[src/rtl/can_cg_pkg.sv]
package can_cg_pkg;
  // activity conditions that keep the gated clocks running
  localparam int COND_NUM = 7;
  typedef enum int {
    C_FRAME = 0,
    C_XFER  = 1,
    C_TXPND = 2,
    C_CPU   = 3,
    C_DEBUG = 4,
    C_STOP  = 5,
    C_BOFF  = 6
  } cond_idx_e;
  typedef logic [COND_NUM-1:0] cond_vec_t;
endpackage

[src/rtl/can_cg_sync.sv]
module can_cg_sync #(
  parameter int WIDTH  = 7,
  parameter int STAGES = 2
) (
  input  logic             clk,
  input  logic             rst_n,
  input  logic [WIDTH-1:0] d_i,
  output logic [WIDTH-1:0] q_o
);
  generate
    if (STAGES == 0) begin : g_bypass
      assign q_o = d_i;
    end else begin : g_chain
      logic [WIDTH-1:0] stg_q [STAGES];
      logic [WIDTH-1:0] stg_d [STAGES];
      for (genvar s = 0; s < STAGES; s++) begin : g_stage
        if (s == 0) begin : g_first
          assign stg_d[s] = d_i;
        end else begin : g_next
          assign stg_d[s] = stg_q[s-1];
        end
        // reset to "busy" so clocks stay on until real samples arrive
        always_ff @(posedge clk or negedge rst_n) begin
          if (!rst_n) stg_q[s] <= '1;
          else        stg_q[s] <= stg_d[s];
        end
      end
      assign q_o = stg_q[STAGES-1];
    end
  endgenerate
endmodule

[src/rtl/can_cg_ctrl.sv]
module can_cg_ctrl #(
  parameter int HOLD_CYCLES = 4
) (
  input  logic clk,
  input  logic rst_n,
  input  logic aps_en_i,
  input  logic busy_i,
  output logic clk_en_o,
  output logic stopped_o
);
  localparam int CNT_W = (HOLD_CYCLES < 2) ? 1 : $clog2(HOLD_CYCLES);
  localparam logic [CNT_W-1:0] CNT_LAST = CNT_W'(HOLD_CYCLES - 1);

  logic [CNT_W-1:0] cnt_q, cnt_d;
  logic             en_q, en_d;
  logic             stop_q;

  always_comb begin
    cnt_d = cnt_q;
    en_d  = en_q;
    if (!aps_en_i || busy_i) begin
      cnt_d = '0;
      en_d  = 1'b1;
    end else if (en_q) begin
      if (cnt_q == CNT_LAST) en_d  = 1'b0;
      else                   cnt_d = cnt_q + 1'b1;
    end
  end

  always_ff @(posedge clk or negedge rst_n) begin
    if (!rst_n) begin
      cnt_q  <= '0;
      en_q   <= 1'b1;
      stop_q <= 1'b0;
    end else begin
      cnt_q  <= cnt_d;
      en_q   <= en_d;
      stop_q <= ~en_d;
    end
  end

  assign clk_en_o  = en_q;
  assign stopped_o = stop_q;
endmodule

[src/rtl/can_clk_gate_ctl.sv]
module can_clk_gate_ctl #(
  parameter int SYNC_STAGES = 2,
  parameter int HOLD_CYCLES = 4
) (
  input  logic clk,
  input  logic rst_n,
  input  logic aps_en_i,
  input  logic frame_busy_i,
  input  logic mb_xfer_i,
  input  logic tx_pending_i,
  input  logic cpu_access_i,
  input  logic debug_mode_i,
  input  logic stop_mode_i,
  input  logic bus_off_i,
  output logic clk_en_o,
  output logic clk_stopped_o
);
  import can_cg_pkg::*;

  // asynchronous assertion, synchronous release
  logic [1:0] rst_sync_q;
  logic       rst_core_n;
  always_ff @(posedge clk or negedge rst_n) begin
    if (!rst_n) rst_sync_q <= 2'b00;
    else        rst_sync_q <= {rst_sync_q[0], 1'b1};
  end
  assign rst_core_n = rst_sync_q[1];

  cond_vec_t cond_raw, cond_sync;
  always_comb begin
    cond_raw          = '0;
    cond_raw[C_FRAME] = frame_busy_i;
    cond_raw[C_XFER]  = mb_xfer_i;
    cond_raw[C_TXPND] = tx_pending_i;
    cond_raw[C_CPU]   = cpu_access_i;
    cond_raw[C_DEBUG] = debug_mode_i;
    cond_raw[C_STOP]  = stop_mode_i;
    cond_raw[C_BOFF]  = bus_off_i;
  end

  can_cg_sync #(.WIDTH(COND_NUM), .STAGES(SYNC_STAGES)) u_sync (
    .clk   (clk),
    .rst_n (rst_core_n),
    .d_i   (cond_raw),
    .q_o   (cond_sync)
  );

  can_cg_ctrl #(.HOLD_CYCLES(HOLD_CYCLES)) u_ctrl (
    .clk       (clk),
    .rst_n     (rst_core_n),
    .aps_en_i  (aps_en_i),
    .busy_i    (|cond_sync),
    .clk_en_o  (clk_en_o),
    .stopped_o (clk_stopped_o)
  );
endmodule

[config.mk]
export PLATFORM = sky130hd
export DESIGN_NAME = can_clk_gate_ctl
export DESIGN_NICKNAME = d
export VERILOG_FILES = /design/src/rtl/can_cg_pkg.sv /design/src/rtl/can_cg_sync.sv /design/src/rtl/can_cg_ctrl.sv /design/src/rtl/can_clk_gate_ctl.sv
export SDC_FILE = /design/constraint.sdc
export NUM_CORES = 1
export LEC_CHECK = 0
export ABC_AREA = 1
export ABC_CLOCK_PERIOD_IN_PS = 1200
export BUFFER_PORTS_ARGS = -buffer_cell sky130_fd_sc_hd__buf_4
export CORE_AREA = 2 2 39 41
export CTS_CLUSTER_SIZE = 10
export DETAILED_ROUTE_END_ITERATION = 10
export DIE_AREA = 0 0 41 43
export PLACE_DENSITY = 0.71
export SLEW_MARGIN = 10
export SYNTH_ARGS = -nofsm -noshare
export SYNTH_HDL_FRONTEND = slang
export SYNTH_SLANG_ARGS = --single-unit
[constraint.sdc]
create_clock -name clk -period 1.2 [get_ports clk]
set_clock_uncertainty 0.2 [all_clocks]
set_input_delay 0.18 -clock clk [delete_from_list [all_inputs] [get_ports clk]]
set_output_delay 0.18 -clock clk [all_outputs]
set_load 0.005 [all_outputs]
# After elaboration in Yosys (flattened, before gate mapping)
# Cells that the tools add are included.
[totals]
regBits = 20
word_cells = 21
in_bits = 10
[classes]
n_eq_ne = 2
n_reduce_logical = 5
bitwise = 1
muxes = 6
n_addsub = 1
[op_table]
columns = ["cell", "n"]
rows = [
  ["$reduce_or 7->1", 1],
  ["$mux 2", 3],
  ["$mux 1", 3],
  ["$add 2x1->2 const B", 1],
  ["$eq 2x2->1 const B", 1],
  ["$ne 2x1->1 const B", 1],
  ["$reduce_and 2->1", 1],
  ["$reduce_bool 2->1", 1],
  ["$logic_not 1->1", 1],
  ["$logic_or 1x1->1", 1],
  ["$not 1->1", 1],
]

# Logic depth before layout (Yosys ltp)
# Gate-level depths: netlist (run 1).
[depth]
word_depth = 5
ltp_mapped = 7
mapped_depth_nobuf = 7

# Modules after synthesis
# A second synthesis (run 1) with hierarchy kept.
[unflattened]
hier_cells = 49
area_unflattened_um2 = 650.6
[modules_own_cells]
columns = ["module", "cells_per_inst", "area_per_inst_um2", "n_inst"]
rows = [
  ["can_cg_sync", 14, 367.9, 1],
  ["can_cg_ctrl", 20, 183.9, 1],
  ["can_clk_gate_ctl", 15, 98.8, 1],
]

# Worst setup path before layout (run 1)
# No wires, ideal clock.
[synth_timing]
path_kind = "reg2reg"
from = "register u_ctrl.cnt_q[0]"
to = "register u_ctrl.cnt_q[1]"
period_less_slack_ns = 1.177
slack_ns = 0.023
path_buffers = 0
arrival_time_ns = 0.861
required_time_ns = 0.884
stages_incl_launch_ff = 8
path_cell_list = "dfrtp_1 ha_1 inv_1 nand2_1 nand2_1 nand2_1 inv_1 nor2_1"
[synth_between]
elab_chain_len = 4
elab_cells_between_ends = 7
[synth_lines]
columns = ["item", "line_no", "text"]
rows = [
  ["from (decl)", "can_cg_ctrl.sv:14", "logic [CNT_W-1:0] cnt_q, cnt_d;"],
  ["from (signal assigned)", "can_cg_ctrl.sv:36", "cnt_q <= cnt_d;"],
  ["$add 2x1->2", "can_cg_ctrl.sv:26", "else cnt_d = cnt_q + 1'b1;"],
  ["$mux 2", "can_cg_ctrl.sv:25", "if (cnt_q == CNT_LAST) en_d = 1'b0;"],
  ["$mux 2", "can_cg_ctrl.sv:24", "end else if (en_q) begin"],
  ["$mux 2", "can_cg_ctrl.sv:21", "if (!aps_en_i || busy_i) begin"],
]
# Parallel ways exist; a longest one is shown, timed or not. The select of a mux whose other input is x is not followed.
# A chain may end at the register's enable or synchronous reset.

# Worst setup path in the final report (run 1)
[layout_timing]
from = "register u_ctrl.en_q (netlist: u_ctrl.clk_en_o)"
to = "output clk_en_o"
[layout_rtl]
columns = ["item", "line_no", "text"]
rows = [
  ["from (decl)", "can_cg_ctrl.sv:15", "logic en_q, en_d;"],
  ["from (signal assigned)", "can_cg_ctrl.sv:37", "en_q <= en_d;"],
  ["to (decl)", "can_clk_gate_ctl.sv:15", "output logic clk_en_o,"],
]
# No word-level cell between the ends.

==> results of run 1 <==
==> placed cells by master, fill, tap and decap left out <==
cell                            count
sky130_fd_sc_hd__dfstp_2           15
sky130_fd_sc_hd__buf_4             14
sky130_fd_sc_hd__inv_1             10
sky130_fd_sc_hd__nand2_1            9
sky130_fd_sc_hd__dlygate4sd3_1      9
sky130_fd_sc_hd__dfrtp_1            5
sky130_fd_sc_hd__clkbuf_4           3
sky130_fd_sc_hd__nor2_2             2
sky130_fd_sc_hd__nand3_2            2
sky130_fd_sc_hd__nor2_1             2
sky130_fd_sc_hd__buf_6              2
sky130_fd_sc_hd__inv_2              1
sky130_fd_sc_hd__nand2_2            1
sky130_fd_sc_hd__nand3_1            1
sky130_fd_sc_hd__ha_4               1
sky130_fd_sc_hd__clkbuf_8           1
sky130_fd_sc_hd__conb_1             1
==> timing repair <==
item,in CTS,in global routing
pin swaps,5,0
buffers inserted,2,0
setup endpoints to repair,4,5
resized for setup,6,2
hold endpoints to repair,9,1
==> cell families (layout without fill, tap and decap cells) <==
family,Yosys count,after routing,synth area share (%)
buffers and inverters,11,40,6.358
other,1,1,0.5775
DFF,20,20,79.96
adders and majority gates,1,1,1.926
and+or+nand+nor,17,17,11.18
==> worst paths after layout <==
path                                      startpoint                     endpoint  slack [ns]  depth (start not counted)
setup / recovery           u_ctrl.clk_en_o$_DFF_PN1_                     clk_en_o       -0.11                          1
min in group clk                            aps_en_i    u_ctrl.clk_en_o$_DFF_PN1_        0.01                          4
hold / removal               rst_sync_q[1]$_DFF_PN0_   u_ctrl.stopped_o$_DFF_PN0_       0.004                          1
setup reg to reg           u_ctrl.clk_en_o$_DFF_PN1_  u_ctrl.cnt_q[1]$_DFFE_PN0P_       -0.02                          6
hold reg to reg              rst_sync_q[1]$_DFF_PN0_   u_ctrl.stopped_o$_DFF_PN0_       0.004                          1
max in group asynchronous                      rst_n      rst_sync_q[1]$_DFF_PN0_        0.15                          3
==> flip-flops by register name, indices dropped and copies added, names as in the netlist <==
register	cells
u_sync.q_o	7
u_ctrl.clk_en_o	1
u_sync.g_chain.stg_d	7
u_ctrl.stopped_o	1
u_ctrl.cnt_q	2
rst_sync_q	2
==> routing by layer <==
metal,vias up,track usage (%),share of wire (%)
met5,-,0,0
li1,199,-,-
met1,190,15.02,34
met3,0,4.712,2.9
met4,0,10.00,0
met2,9,24.69,63
==> synthesized netlist by cell type, drive strengths merged <==
| cell type | n |
|---|---|
| inv | 11 |
| nor2 | 4 |
| conb | 1 |
| dfrtp | 5 |
| nand3 | 3 |
| dfstp | 15 |
| nand2 | 10 |
| ha | 1 |
==> final cells by class <==
cell class / instances / area (um^2) / area share, %
clock buffers: 4 / 36.28 / 3.826
inverters: 11 / 41.29 / 4.354
multi-input cells: 19 / 113.9 / 12.01
flip-flops and latches: 20 / 519.2 / 54.75
well taps: 16 / 20.02 / 2.111
repair buffers: 25 / 217.7 / 22.96
==> report_power, final <==
part / internal (mW) / switching, mW / leakage, nW
Combinational: 0.0459 / 0.0267 / 0.217
Clock: 0.185 / 0.185 / 0.0210
Sequential: 0.720 / 0.00900 / 0.223
==> tab_implementation.tex, run 1 <==
\begin{tabular}{lr}
\hline
Metric & Value \\
\hline
\multicolumn{2}{l}{\textbf{Final layout}} \\
\quad Layout fillers & 108 \\
\quad Share of post-route cells with drive strength above 1 & between 50\% and 60\% \\
\quad Final cell utilization of the core & about two thirds \\
\quad Post-route insts no fill & 95 \\
\quad Relative area change from synthesis to final layout & 46.05\% \\
\quad Number of inserted diodes & 0 \\
\quad Number of nets at the end of the flow & 91 \\
\quad Layout Cell Area excl Fill & 948.4 um\^{}2 \\
\multicolumn{2}{l}{\textbf{Clocking}} \\
\quad Source-to-sink clock delay at the later pin of the worst-skew pair & just under 0.3 ns \\
\quad Clock transition time at the flip-flop clock pins of the worst setup and hold paths & roughly 0.1 ns \\
\quad Clock root cell & sky130\_fd\_sc\_hd\_\_clkbuf\_4 \\
\quad CTS HTree Levels & 1 \\
\quad Clock buffers created by TritonCTS & 3 \\
\quad Clock tree from TritonCTS & yes \\
\quad Bufs on Longest Clock Path & 2 \\
\quad Sinks on Clock Net & 20 \\
\quad Total of hold buffers inserted after clock tree synthesis & 9 \\
\multicolumn{2}{l}{\textbf{Logic synthesis}} \\
\quad Cell area after technology mapping & 649.4 um\^{}2 \\
\quad Flops \& latches, synth & 20 \\
\quad Seq/Total Area, Yosys & between 70 and 80\% \\
\quad Synth area leader & sky130\_fd\_sc\_hd\_\_dfstp\_2 \\
\quad Top post-synthesis cells by area & sky130\_fd\_sc\_hd\_\_dfstp\_2 (61\%), sky130\_fd\_sc\_hd\_\_dfrtp\_1 (19\%), sky130\_fd\_sc\_hd\_\_inv\_1 (6.4\%) \\
\quad Syn Nets & 61 \\
\quad Number of distinct standard cells referenced by the synthesized netlist & 9 \\
\quad Synth warn & 0 \\
\quad Post-synthesis cell count & 50 \\
\quad Average instance area after synthesis & roughly 13 um\^{}2 \\
\quad Fraction of synthesized cell area taken by the top area cell type & around 60\% \\
\multicolumn{2}{l}{\textbf{Outcome}} \\
\quad Violations in the final reports & negative setup slack \\
\quad Status & finished with violations \\
\multicolumn{2}{l}{\textbf{Drt}} \\
\quad Routed wire length & $\sim$970 um \\
\quad Vias & slightly below 400 \\
\quad Count of TritonRoute iterations in the first routing pass & 2 \\
\quad Antenna violation net count after detailed routing & 0 \\
\quad Drt via density & between 4 and 5 \\
\quad DR iter-0 viols & 1 \\
\quad Remaining design rule violation count & 0 \\
\quad Routed WL per cell & 10.25 um \\
\multicolumn{2}{l}{\textbf{Worst setup path}} \\
\quad WP data required & around 0.82 ns \\
\quad Category of the most critical setup path & reg2out \\
\quad Element type at the critical path end & output pin \\
\quad Worst Path Buf+Inv & 1 \\
\quad Category of cells accounting for the largest share of critical-path delay & flip-flops \\
\quad Slowest stage delay, CP & approximately 0.55 ns \\
\quad Data arrival, critical path & $\sim$0.93 ns \\
\quad Crit path max fanout & 2 \\
\quad Worst Setup Start Kind & flop \\
\quad CP cell instances & buf\_6 \\
\quad Critical Path Slowest Stage Cell & sky130\_fd\_sc\_hd\_\_dfstp\_2 \\
\multicolumn{2}{l}{\textbf{Global route}} \\
\quad Overflow left after global routing & 0 \\
\quad Via count of the first global-routing pass & 412 \\
\quad Maximum number of pins on one net before global-route repair & 12 \\
\quad Antenna violations before repair & 0 \\
\quad Global-route wire length before repair & 1621 um \\
\quad Total track usage & between 10\% and 20\% \\
\multicolumn{2}{l}{\textbf{Die}} \\
\quad Die extent in x & around 41 um \\
\quad Die height & between 40 and 50 um \\
\quad Initial cell density of the core & between 40\% and 50\% \\
\quad FP Rows & 14 \\
\quad Die area & 0.001763 mm\^{}2 \\
\quad Number of top-level pins & 12 \\
\quad Placeable core region & 0.001384 mm\^{}2 \\
\multicolumn{2}{l}{\textbf{Pwr}} \\
\quad Maximum resistive drop on vdd & slightly above 0.8 mV \\
\quad Leak pwr & 0.4612 nW \\
\quad Overall power consumption & 1.171 mW \\
\quad PwrDens & 1235 mW/mm\^{}2 \\
\multicolumn{2}{l}{\textbf{Placed design}} \\
\quad Placement-stage worst setup slack & -0.03249 ns \\
\quad Routability Congestion & 0.5987 \\
\quad Post-DP Area & approximately 770 um\^{}2 \\
\quad Count of placed standard cells including taps & 80 \\
\quad Buffers on Ports & 11 \\
\quad HPWL Detailed & 632.7 um \\
\multicolumn{2}{l}{\textbf{Worst hold path}} \\
\quad Hold Path Class & reg2async \\
\multicolumn{2}{l}{\textbf{STA}} \\
\quad Setup TNS & -0.1306 ns \\
\quad Worst hold margin & about 0.004 ns \\
\quad RSZ-0062 raised after global routing & true \\
\quad \# setup viols final & 3 \\
\quad Setup slack after layout & -0.1052 ns \\
\quad Final-report hold violation count & 0 \\
\quad Fmax achieved & 766.2 MHz \\
\quad Final worst-path cycle share & 108.8\% \\
\quad Slew Limit Fails & 0 \\
\quad Clock period minus worst slack & 1.305 ns \\
\multicolumn{2}{l}{\textbf{Run}} \\
\quad Number of violations of the max-capacitance limit & 0 \\
\hline
\end{tabular}
(Power assumes the default switching activity.)
==> run 2, diff against run 1 <==
--- a/config.mk
+++ b/config.mk
@@ -8,11 +8,10 @@
 export ABC_AREA = 1
 export ABC_CLOCK_PERIOD_IN_PS = 1200
 export BUFFER_PORTS_ARGS = -buffer_cell sky130_fd_sc_hd__buf_4
-export CORE_AREA = 2 2 39 41
+export CORE_MARGIN = 2
+export CORE_UTILIZATION = 30
 export CTS_CLUSTER_SIZE = 10
 export DETAILED_ROUTE_END_ITERATION = 10
-export DIE_AREA = 0 0 41 43
-export PLACE_DENSITY = 0.71
 export SLEW_MARGIN = 10
 export SYNTH_ARGS = -nofsm -noshare
 export SYNTH_HDL_FRONTEND = slang
==> tab_implementation.tex, run 2 (synthesis gave the netlist of run 1 again) <==
\begin{tabular}{lr}
\hline
Metric & Value \\
\hline
\multicolumn{2}{l}{\textbf{Outcome}} \\
\quad Status & finished with violations \\
\quad Violations in the final reports & negative hold slack, negative setup slack \\
\multicolumn{2}{l}{\textbf{Clocking}} \\
\quad Clock transition time at the flip-flop clock pins of the worst setup and hold paths & 0.10 ns (about the same) \\
\quad Clock tree from TritonCTS & yes \\
\quad Source-to-sink clock delay at the later pin of the worst-skew pair & 0.30 ns (about the same) \\
\quad Bufs on Longest Clock Path & 2 (unchanged) \\
\quad Sinks on Clock Net & 20 (unchanged) \\
\quad Clock root cell & sky130\_fd\_sc\_hd\_\_clkbuf\_4 \\
\quad CTS HTree Levels & 1 (unchanged) \\
\quad Clock buffers created by TritonCTS & 3 (unchanged) \\
\multicolumn{2}{l}{\textbf{STA}} \\
\quad Setup TNS & -0.1286 ns (+0.002075 ns) \\
\quad Final-report hold violation count & 1 (+1) \\
\quad Fmax achieved & 758.0 MHz (-1.1\%) \\
\quad Slew Limit Fails & 0 (unchanged) \\
\quad Setup slack after layout & -0.1192 ns (-0.01402 ns) \\
\quad Final worst-path cycle share & 109.9\% (+1.2 points) \\
\quad Worst hold margin & -0.0009033 ns (-0.004923 ns) \\
\quad \# setup viols final & 2 (-1) \\
\quad Clock period minus worst slack & 1.319 ns (+0.01401 ns) \\
\quad RSZ-0062 raised after global routing & true \\
\multicolumn{2}{l}{\textbf{Final layout}} \\
\quad Number of inserted diodes & 0 (unchanged) \\
\quad Relative area change from synthesis to final layout & 47.78\% \\
\quad Share of post-route cells with drive strength above 1 & 50.63\% (-2.5 points) \\
\quad Top library cells by usage in the layout, fill and taps aside & sky130\_fd\_sc\_hd\_\_dfstp\_2 (15), sky130\_fd\_sc\_hd\_\_buf\_4 (13), sky130\_fd\_sc\_hd\_\_inv\_1 (10), sky130\_fd\_sc\_hd\_\_dlygate4sd3\_1 (10), sky130\_fd\_sc\_hd\_\_nand2\_1 (9) \\
\quad Number of nets at the end of the flow & 91 (unchanged) \\
\quad Layout fillers & 183 (+69\%) \\
\quad Most common cell after layout, fill and taps aside & sky130\_fd\_sc\_hd\_\_dfstp\_2 \\
\multicolumn{2}{l}{\textbf{Worst setup path}} \\
\quad Worst Setup Start Kind & flop \\
\quad Element type at the critical path end & output pin \\
\quad Category of cells accounting for the largest share of critical-path delay & flip-flops \\
\quad WP data required & 0.82 ns (about the same) \\
\quad Critical Path Slowest Stage Cell & sky130\_fd\_sc\_hd\_\_dfstp\_2 \\
\quad Slowest stage delay, CP & 0.55 ns (about the same) \\
\quad Crit path max fanout & 2 (unchanged) \\
\quad Crit path capture & clk\_en\_o \\
\quad Timing startpoint of the critical path & u\_ctrl.clk\_en\_o\$\_DFF\_PN1\_ \\
\quad Worst Path Buf+Inv & 1 (unchanged) \\
\quad Cell count of the worst reg-to-reg path & 6 (unchanged) \\
\quad Data arrival, critical path & 0.94 ns (about the same) \\
\quad R2R Setup Slk & -0.01 ns (about the same) \\
\quad Levels on crit path & 1 (unchanged) \\
\quad Category of the most critical setup path & reg2out \\
\quad R2r endpoint & u\_ctrl.cnt\_q[1]\$\_DFFE\_PN0P\_ \\
\quad Startpoint of the lowest-slack register-to-register path & u\_ctrl.clk\_en\_o\$\_DFF\_PN1\_ \\
\quad CP cell instances & buf\_6 \\
\multicolumn{2}{l}{\textbf{Placed design}} \\
\quad Routability Congestion & 0.6595 (+10\%) \\
\quad HPWL Detailed & 617.6 um (-2.4\%) \\
\quad Buffers on Ports & 11 (unchanged) \\
\multicolumn{2}{l}{\textbf{Pwr}} \\
\quad Maximum resistive drop on vdd & 0.7559 mV (-8.9\%) \\
\quad Overall power consumption & 1.186 mW (+1.2\%) \\
\quad Leak pwr & 0.4593 nW (-0.40\%) \\
\quad PwrDens & 1236 mW/mm\^{}2 (about the same) \\
\multicolumn{2}{l}{\textbf{Die}} \\
\quad Number of top-level pins & 12 (unchanged) \\
\quad Die area & 0.002553 mm\^{}2 (+45\%) \\
\quad Die extent in x & 50.53 um (+23\%) \\
\quad Initial cell density of the core & 32.44\% (-14 points) \\
\quad Die height & 50.53 um (+17\%) \\
\quad FP Rows & 16 (+2) \\
\quad Placeable core region & 0.002002 mm\^{}2 (+45\%) \\
\multicolumn{2}{l}{\textbf{Global route}} \\
\quad Overflow left after global routing & 0 (unchanged) \\
\quad Total track usage & 8.762\% (-6.3 points) \\
\quad Antenna violations before repair & 0 (unchanged) \\
\quad Global-route wire length before repair & 1531 um (-5.6\%) \\
\quad Maximum number of pins on one net before global-route repair & 12 (unchanged) \\
\quad Via count of the first global-routing pass & 381 (-7.5\%) \\
\multicolumn{2}{l}{\textbf{Drt}} \\
\quad DR iter-0 viols & 2 (+1) \\
\quad Drt via density & 3.802 (-9.3\%) \\
\quad Remaining design rule violation count & 0 (unchanged) \\
\quad Routed wire length & 882 um (-9.4\%) \\
\quad Vias & 403 (+1.3\%) \\
\quad Count of TritonRoute iterations in the first routing pass & 3 (+1) \\
\quad Antenna violation net count after detailed routing & 0 (unchanged) \\
\quad Routed WL per cell & 8.321 um (-19\%) \\
\multicolumn{2}{l}{\textbf{Worst hold path}} \\
\quad Hold Path Class & in2reg \\
\quad Depth of the worst hold-timing path & 4 \\
\multicolumn{2}{l}{\textbf{Run}} \\
\quad Number of violations of the max-capacitance limit & 0 (unchanged) \\
\hline
\end{tabular}
-- run 2: changes by cell type in the layout (fill, tap and decap cells not counted) --
| cell | before | now |
|---|---|---|
| sky130_fd_sc_hd__nand3_2 | 2 | 1 |
| sky130_fd_sc_hd__buf_4 | 14 | 13 |
| sky130_fd_sc_hd__dlygate4sd3_1 | 9 | 10 |
| sky130_fd_sc_hd__nand3_1 | 1 | 2 |
-- run 2: report_power, final --
| group | leakage, nW | switching [mW] | internal, mW |
|---|---|---|---|
| sequential | 0.223 | 0.00789 | 0.720 |
| clock | 0.0210 | 0.198 | 0.185 |
| combinational | 0.215 | 0.0267 | 0.0479 |
| total | 0.459 | 0.232 | 0.953 |
-- run 2: how the worst min path moves through the flow --
stage | to | slack (ns) | from
global route | u_ctrl.clk_en_o$_DFF_PN1_ | 0.007 | aps_en_i
detailed placement | rst_sync_q[0]$_DFF_PN0_ | -0.24 | rst_n
floorplan | rst_sync_q[0]$_DFF_PN0_ | -0.32 | rst_n
global placement | rst_sync_q[0]$_DFF_PN0_ | -0.24 | rst_n
finish | u_ctrl.clk_en_o$_DFF_PN1_ | -0.0009 | aps_en_i
CTS | u_ctrl.cnt_q[0]$_DFFE_PN0P_ | 0.02 | aps_en_i
-- run 2: layer usage --
layer,GRT usage (%),up-vias,share of wire [%],wire [um]
li1,-,198,-,-
met1,9.441,188,40,357
met2,14.25,12,52,456
met3,1.786,5,4.1,36
met4,8.108,0,3.7,33
met5,0,-,0,0
-- run 2: stage by stage --
stage / utilization (%) / setup WS (ns) / hold slack, ns / cell area, um^2 / std cells
detailed placement: 39.38 / -0.02228 / -0.2355 / 788.3 / 91
global placement: 39.38 / 0.01078 / -0.2364 / 788.3 / 91
CTS: 46.88 / -0.1366 / 0.02432 / 938.4 / 106
floorplan: - / 0.02318 / -0.3156 / 649.4 / 50
global route: 47.94 / -0.1592 / 0.006768 / 959.7 / 106
finish: 47.94 / -0.1192 / -0.0009033 / 959.7 / 106
-- run 2: cell type report --
cell class / count / area (um^2) / share of cell area, %
Clock buffer: 4 / 36.28 / 3.781
Inverter: 11 / 41.29 / 4.302
Multi-Input combinational cell: 19 / 108.9 / 11.34
Sequential cell: 20 / 519.2 / 54.11
Tap cell: 27 / 33.78 / 3.520
Timing Repair Buffer: 25 / 220.2 / 22.95
-- run 2: repair_timing --
item                       in CTS  in global routing
hold endpoints to repair       12                  0
hold buffers                   10                  0
setup endpoints to repair       4                  5
setup buffers                   1                  0
gates resized for setup         3                  4
pin swaps                       1                  1
==> run 3, diff against run 2 <==
--- a/config.mk
+++ b/config.mk
@@ -12,6 +12,7 @@
 export CORE_UTILIZATION = 30
 export CTS_CLUSTER_SIZE = 10
 export DETAILED_ROUTE_END_ITERATION = 10
+export PLACE_DENSITY_LB_ADDON = 0.15
 export SLEW_MARGIN = 10
 export SYNTH_ARGS = -nofsm -noshare
 export SYNTH_HDL_FRONTEND = slang
==> tab_implementation.tex, run 3 (synthesis gave the netlist of run 1 again) <==
\begin{tabular}{lr}
\hline
Metric & Value \\
\hline
\multicolumn{2}{l}{\textbf{Placed design}} \\
\quad Routability Congestion & 0.5941 (-9.9\%) \\
\quad Post-DP Area & 788.3 um\^{}2 (unchanged) \\
\quad Placement-stage worst setup slack & -0.01692 ns (+0.005364 ns) \\
\quad HPWL Detailed & 559 um (-9.5\%) \\
\quad Buffers on Ports & 11 (unchanged) \\
\multicolumn{2}{l}{\textbf{Drt}} \\
\quad Vias & 396 (-1.7\%) \\
\quad Routed WL per cell & 8.084 um (-2.8\%) \\
\quad DR top layer & met4 \\
\quad Count of TritonRoute iterations in the first routing pass & 1 (-2) \\
\quad DR iter-0 viols & 0 (-2) \\
\quad Post-route met1 wirelength & 341 um (-4.5\%) \\
\quad Routed wire length & 865 um (-1.9\%) \\
\quad Remaining design rule violation count & 0 (unchanged) \\
\quad Met3 wire len & 44 um (+22\%) \\
\quad Drt via density & 3.701 (-2.7\%) \\
\quad Met2 routed wirelength & 473 um (+3.7\%) \\
\quad Antenna violation net count after detailed routing & 0 (unchanged) \\
\multicolumn{2}{l}{\textbf{STA}} \\
\quad Fmax achieved & 764.9 MHz (+0.90\%) \\
\quad Clock period minus worst slack & 1.307 ns (-0.01182 ns) \\
\quad Worst hold margin & 0.01673 ns (+0.01764 ns) \\
\quad Slew Limit Fails & 0 (unchanged) \\
\quad RSZ-0062 raised after global routing & true \\
\quad Final-report hold violation count & 0 (-1) \\
\quad Final worst-path cycle share & 108.9\% (-0.99 points) \\
\quad \# setup viols final & 4 (+2) \\
\quad Setup slack after layout & -0.1074 ns (+0.01182 ns) \\
\multicolumn{2}{l}{\textbf{Worst setup path}} \\
\quad Critical Path Slowest Stage Cell & sky130\_fd\_sc\_hd\_\_dfstp\_2 \\
\quad WP data required & 0.82 ns (about the same) \\
\quad CP cell instances & buf\_6 \\
\quad Category of the most critical setup path & reg2out \\
\quad Worst Path Buf+Inv & 1 (unchanged) \\
\quad Crit path max fanout & 2 (unchanged) \\
\quad Data arrival, critical path & 0.93 ns (about the same) \\
\quad Category of cells accounting for the largest share of critical-path delay & flip-flops \\
\quad Slowest stage delay, CP & 0.55 ns (about the same) \\
\quad Worst Setup Start Kind & flop \\
\quad Element type at the critical path end & output pin \\
\multicolumn{2}{l}{\textbf{Pwr}} \\
\quad Fraction of power consumed by combinational cells & 5.8\% (-0.5 points) \\
\quad Clock network fraction of design power & 39.6\% (+7.3 points) \\
\quad Leak pwr & 0.4714 nW (+2.6\%) \\
\quad Fraction of power consumed by sequential logic & 54.6\% (-6.8 points) \\
\quad Power Internal & 1.107 mW (+16\%) \\
\quad Maximum resistive drop on vdd & 0.9176 mV (+21\%) \\
\quad Switching power as a share of total power & 16.91\% (-2.7 points) \\
\quad Net load switching power & 225.2 uW (-3.2\%) \\
\quad PwrDens & 1334 mW/mm\^{}2 (+8.0\%) \\
\multicolumn{2}{l}{\textbf{Die}} \\
\quad Die height & 50.53 um (unchanged) \\
\quad Die extent in x & 50.53 um (unchanged) \\
\quad Die area & 0.002553 mm\^{}2 (unchanged) \\
\quad Initial cell density of the core & 32.44\% (unchanged) \\
\quad Number of top-level pins & 12 (unchanged) \\
\quad Placeable core region & 0.002002 mm\^{}2 (unchanged) \\
\quad FP Rows & 16 (unchanged) \\
\multicolumn{2}{l}{\textbf{Clocking}} \\
\quad Clock transition time at the flip-flop clock pins of the worst setup and hold paths & 0.10 ns (about the same) \\
\quad CTS HTree Levels & 1 (unchanged) \\
\quad Bufs on Longest Clock Path & 2 (unchanged) \\
\quad Sinks on Clock Net & 20 (unchanged) \\
\quad Clock buffers created by TritonCTS & 3 (unchanged) \\
\quad Clock root cell & sky130\_fd\_sc\_hd\_\_clkbuf\_4 \\
\quad Source-to-sink clock delay at the later pin of the worst-skew pair & 0.29 ns (about the same) \\
\quad Clock tree from TritonCTS & yes \\
\multicolumn{2}{l}{\textbf{Run}} \\
\quad Number of violations of the max-capacitance limit & 0 (unchanged) \\
\multicolumn{2}{l}{\textbf{Final layout}} \\
\quad Area occupied by registers & 519.2 um\^{}2 (unchanged) \\
\quad Most common cell after layout, fill and taps aside & sky130\_fd\_sc\_hd\_\_dfstp\_2 \\
\quad Top library cells by usage in the layout, fill and taps aside & sky130\_fd\_sc\_hd\_\_dfstp\_2 (15), sky130\_fd\_sc\_hd\_\_buf\_4 (12), sky130\_fd\_sc\_hd\_\_dlygate4sd3\_1 (10) \\
\quad Layout fillers & 179 (-2.2\%) \\
\quad Number of inserted diodes & 0 (unchanged) \\
\quad Number of nets at the end of the flow & 92 (+1.1\%) \\
\quad Area used by multi-input combinational logic & 116.4 um\^{}2 (+6.9\%) \\
\quad Share of post-route cells with drive strength above 1 & 53.75\% (+3.1 points) \\
\quad Relative area change from synthesis to final layout & 53.76\% \\
\quad Layout Cell Area excl Fill & 998.5 um\^{}2 (+4.0\%) \\
\multicolumn{2}{l}{\textbf{Global route}} \\
\quad Antenna violations before repair & 0 (unchanged) \\
\quad Total track usage & 7.814\% (-0.95 points) \\
\quad Overflow left after global routing & 0 (unchanged) \\
\quad Global-route wire length before repair & 1455 um (-5.0\%) \\
\quad Via count of the first global-routing pass & 386 (+1.3\%) \\
\quad Maximum number of pins on one net before global-route repair & 13 (+1) \\
\multicolumn{2}{l}{\textbf{Outcome}} \\
\quad Violations in the final reports & negative setup slack \\
\quad Status & finished with violations \\
\multicolumn{2}{l}{\textbf{Worst hold path}} \\
\quad Hold Path Class & in2reg \\
\hline
\end{tabular}
-- run 3: cell types whose count changed in the layout (fill, tap and decap cells not counted), sizes merged --
cell / change
clkbuf: -1
bufinv: +1
buf: +1
-- run 3: through the flow --
stage | TNS, ns | std cells | utilization, % | power, mW
global route | -0.4324 | 107 | 49.88 | 1.398
CTS | -0.1360 | 106 | 47.69 | 1.361
finish | -0.2194 | 107 | 49.88 | 1.332
detailed placement | -0.02703 | 91 | 39.38 | 0.7892
global placement | 0 | 91 | 39.38 | 0.7880
floorplan | 0 | 50 | - | 0.7544
-- run 3: tightest hold or removal path, delay by kind of cell --
kind	cells	cell delay (ns)
buffers and inverters	1	0.11
and+or+nand+nor	3	0.20
-- run 3: cell type report --
cell class,count,share of cell area [%]
flip-flops and latches,20,52.00
repair buffers,26,23.56
multi-input cells,19,11.65
inverters,11,4.135
well taps,27,3.383
clock inverters,1,3.008
clock buffers,3,2.256
-- run 3: path summary, 6_finish.rpt --
check,cells past startpoint,endpoint,from,slack [ns]
min in group asynchronous,1,u_sync.g_chain.stg_d[6]$_DFF_PN1_,rst_sync_q[1]$_DFF_PN0_,0.16
max in group asynchronous,2,u_sync.q_o[6]$_DFF_PN1_,rst_sync_q[1]$_DFF_PN0_,0.08
setup reg to reg,7,u_ctrl.cnt_q[1]$_DFFE_PN0P_,u_ctrl.clk_en_o$_DFF_PN1_,-0.07
setup / recovery,1,clk_en_o,u_ctrl.clk_en_o$_DFF_PN1_,-0.11
hold / removal,4,u_ctrl.clk_en_o$_DFF_PN1_,aps_en_i,0.02
hold reg to reg,1,u_sync.g_chain.stg_d[6]$_DFF_PN1_,rst_sync_q[1]$_DFF_PN0_,0.16
-- run 3: timing repair --
action | CTS | global route
hold buffers | 10 | 0
buffers inserted | 1 | 1
setup endpoints to repair | 4 | 11
gates resized for setup | 3 | 9
hold endpoints to repair | 12 | 0
pin swaps | 1 | 1
cloned | 0 | 0
-- run 3: metal layers --
| layer | up-vias | track usage, % |
|---|---|---|
| met5 | - | 0 |
| met4 | 0 | 2.703 |
| met3 | 2 | 4.464 |
| met2 | 11 | 14.04 |
| met1 | 182 | 7.336 |
| li1 | 201 | - |
-- run 3: power by group through the flow --
stage,registers (mW),logic (mW),clock network (mW)
2_1_floorplan,0.744,0.0101,0
3_3_place_gp,0.738,0.0503,0
3_5_place_dp,0.739,0.0503,0
4_1_cts,0.728,0.0756,0.558
5_1_grt,0.730,0.0858,0.582
6_report,0.727,0.0767,0.528
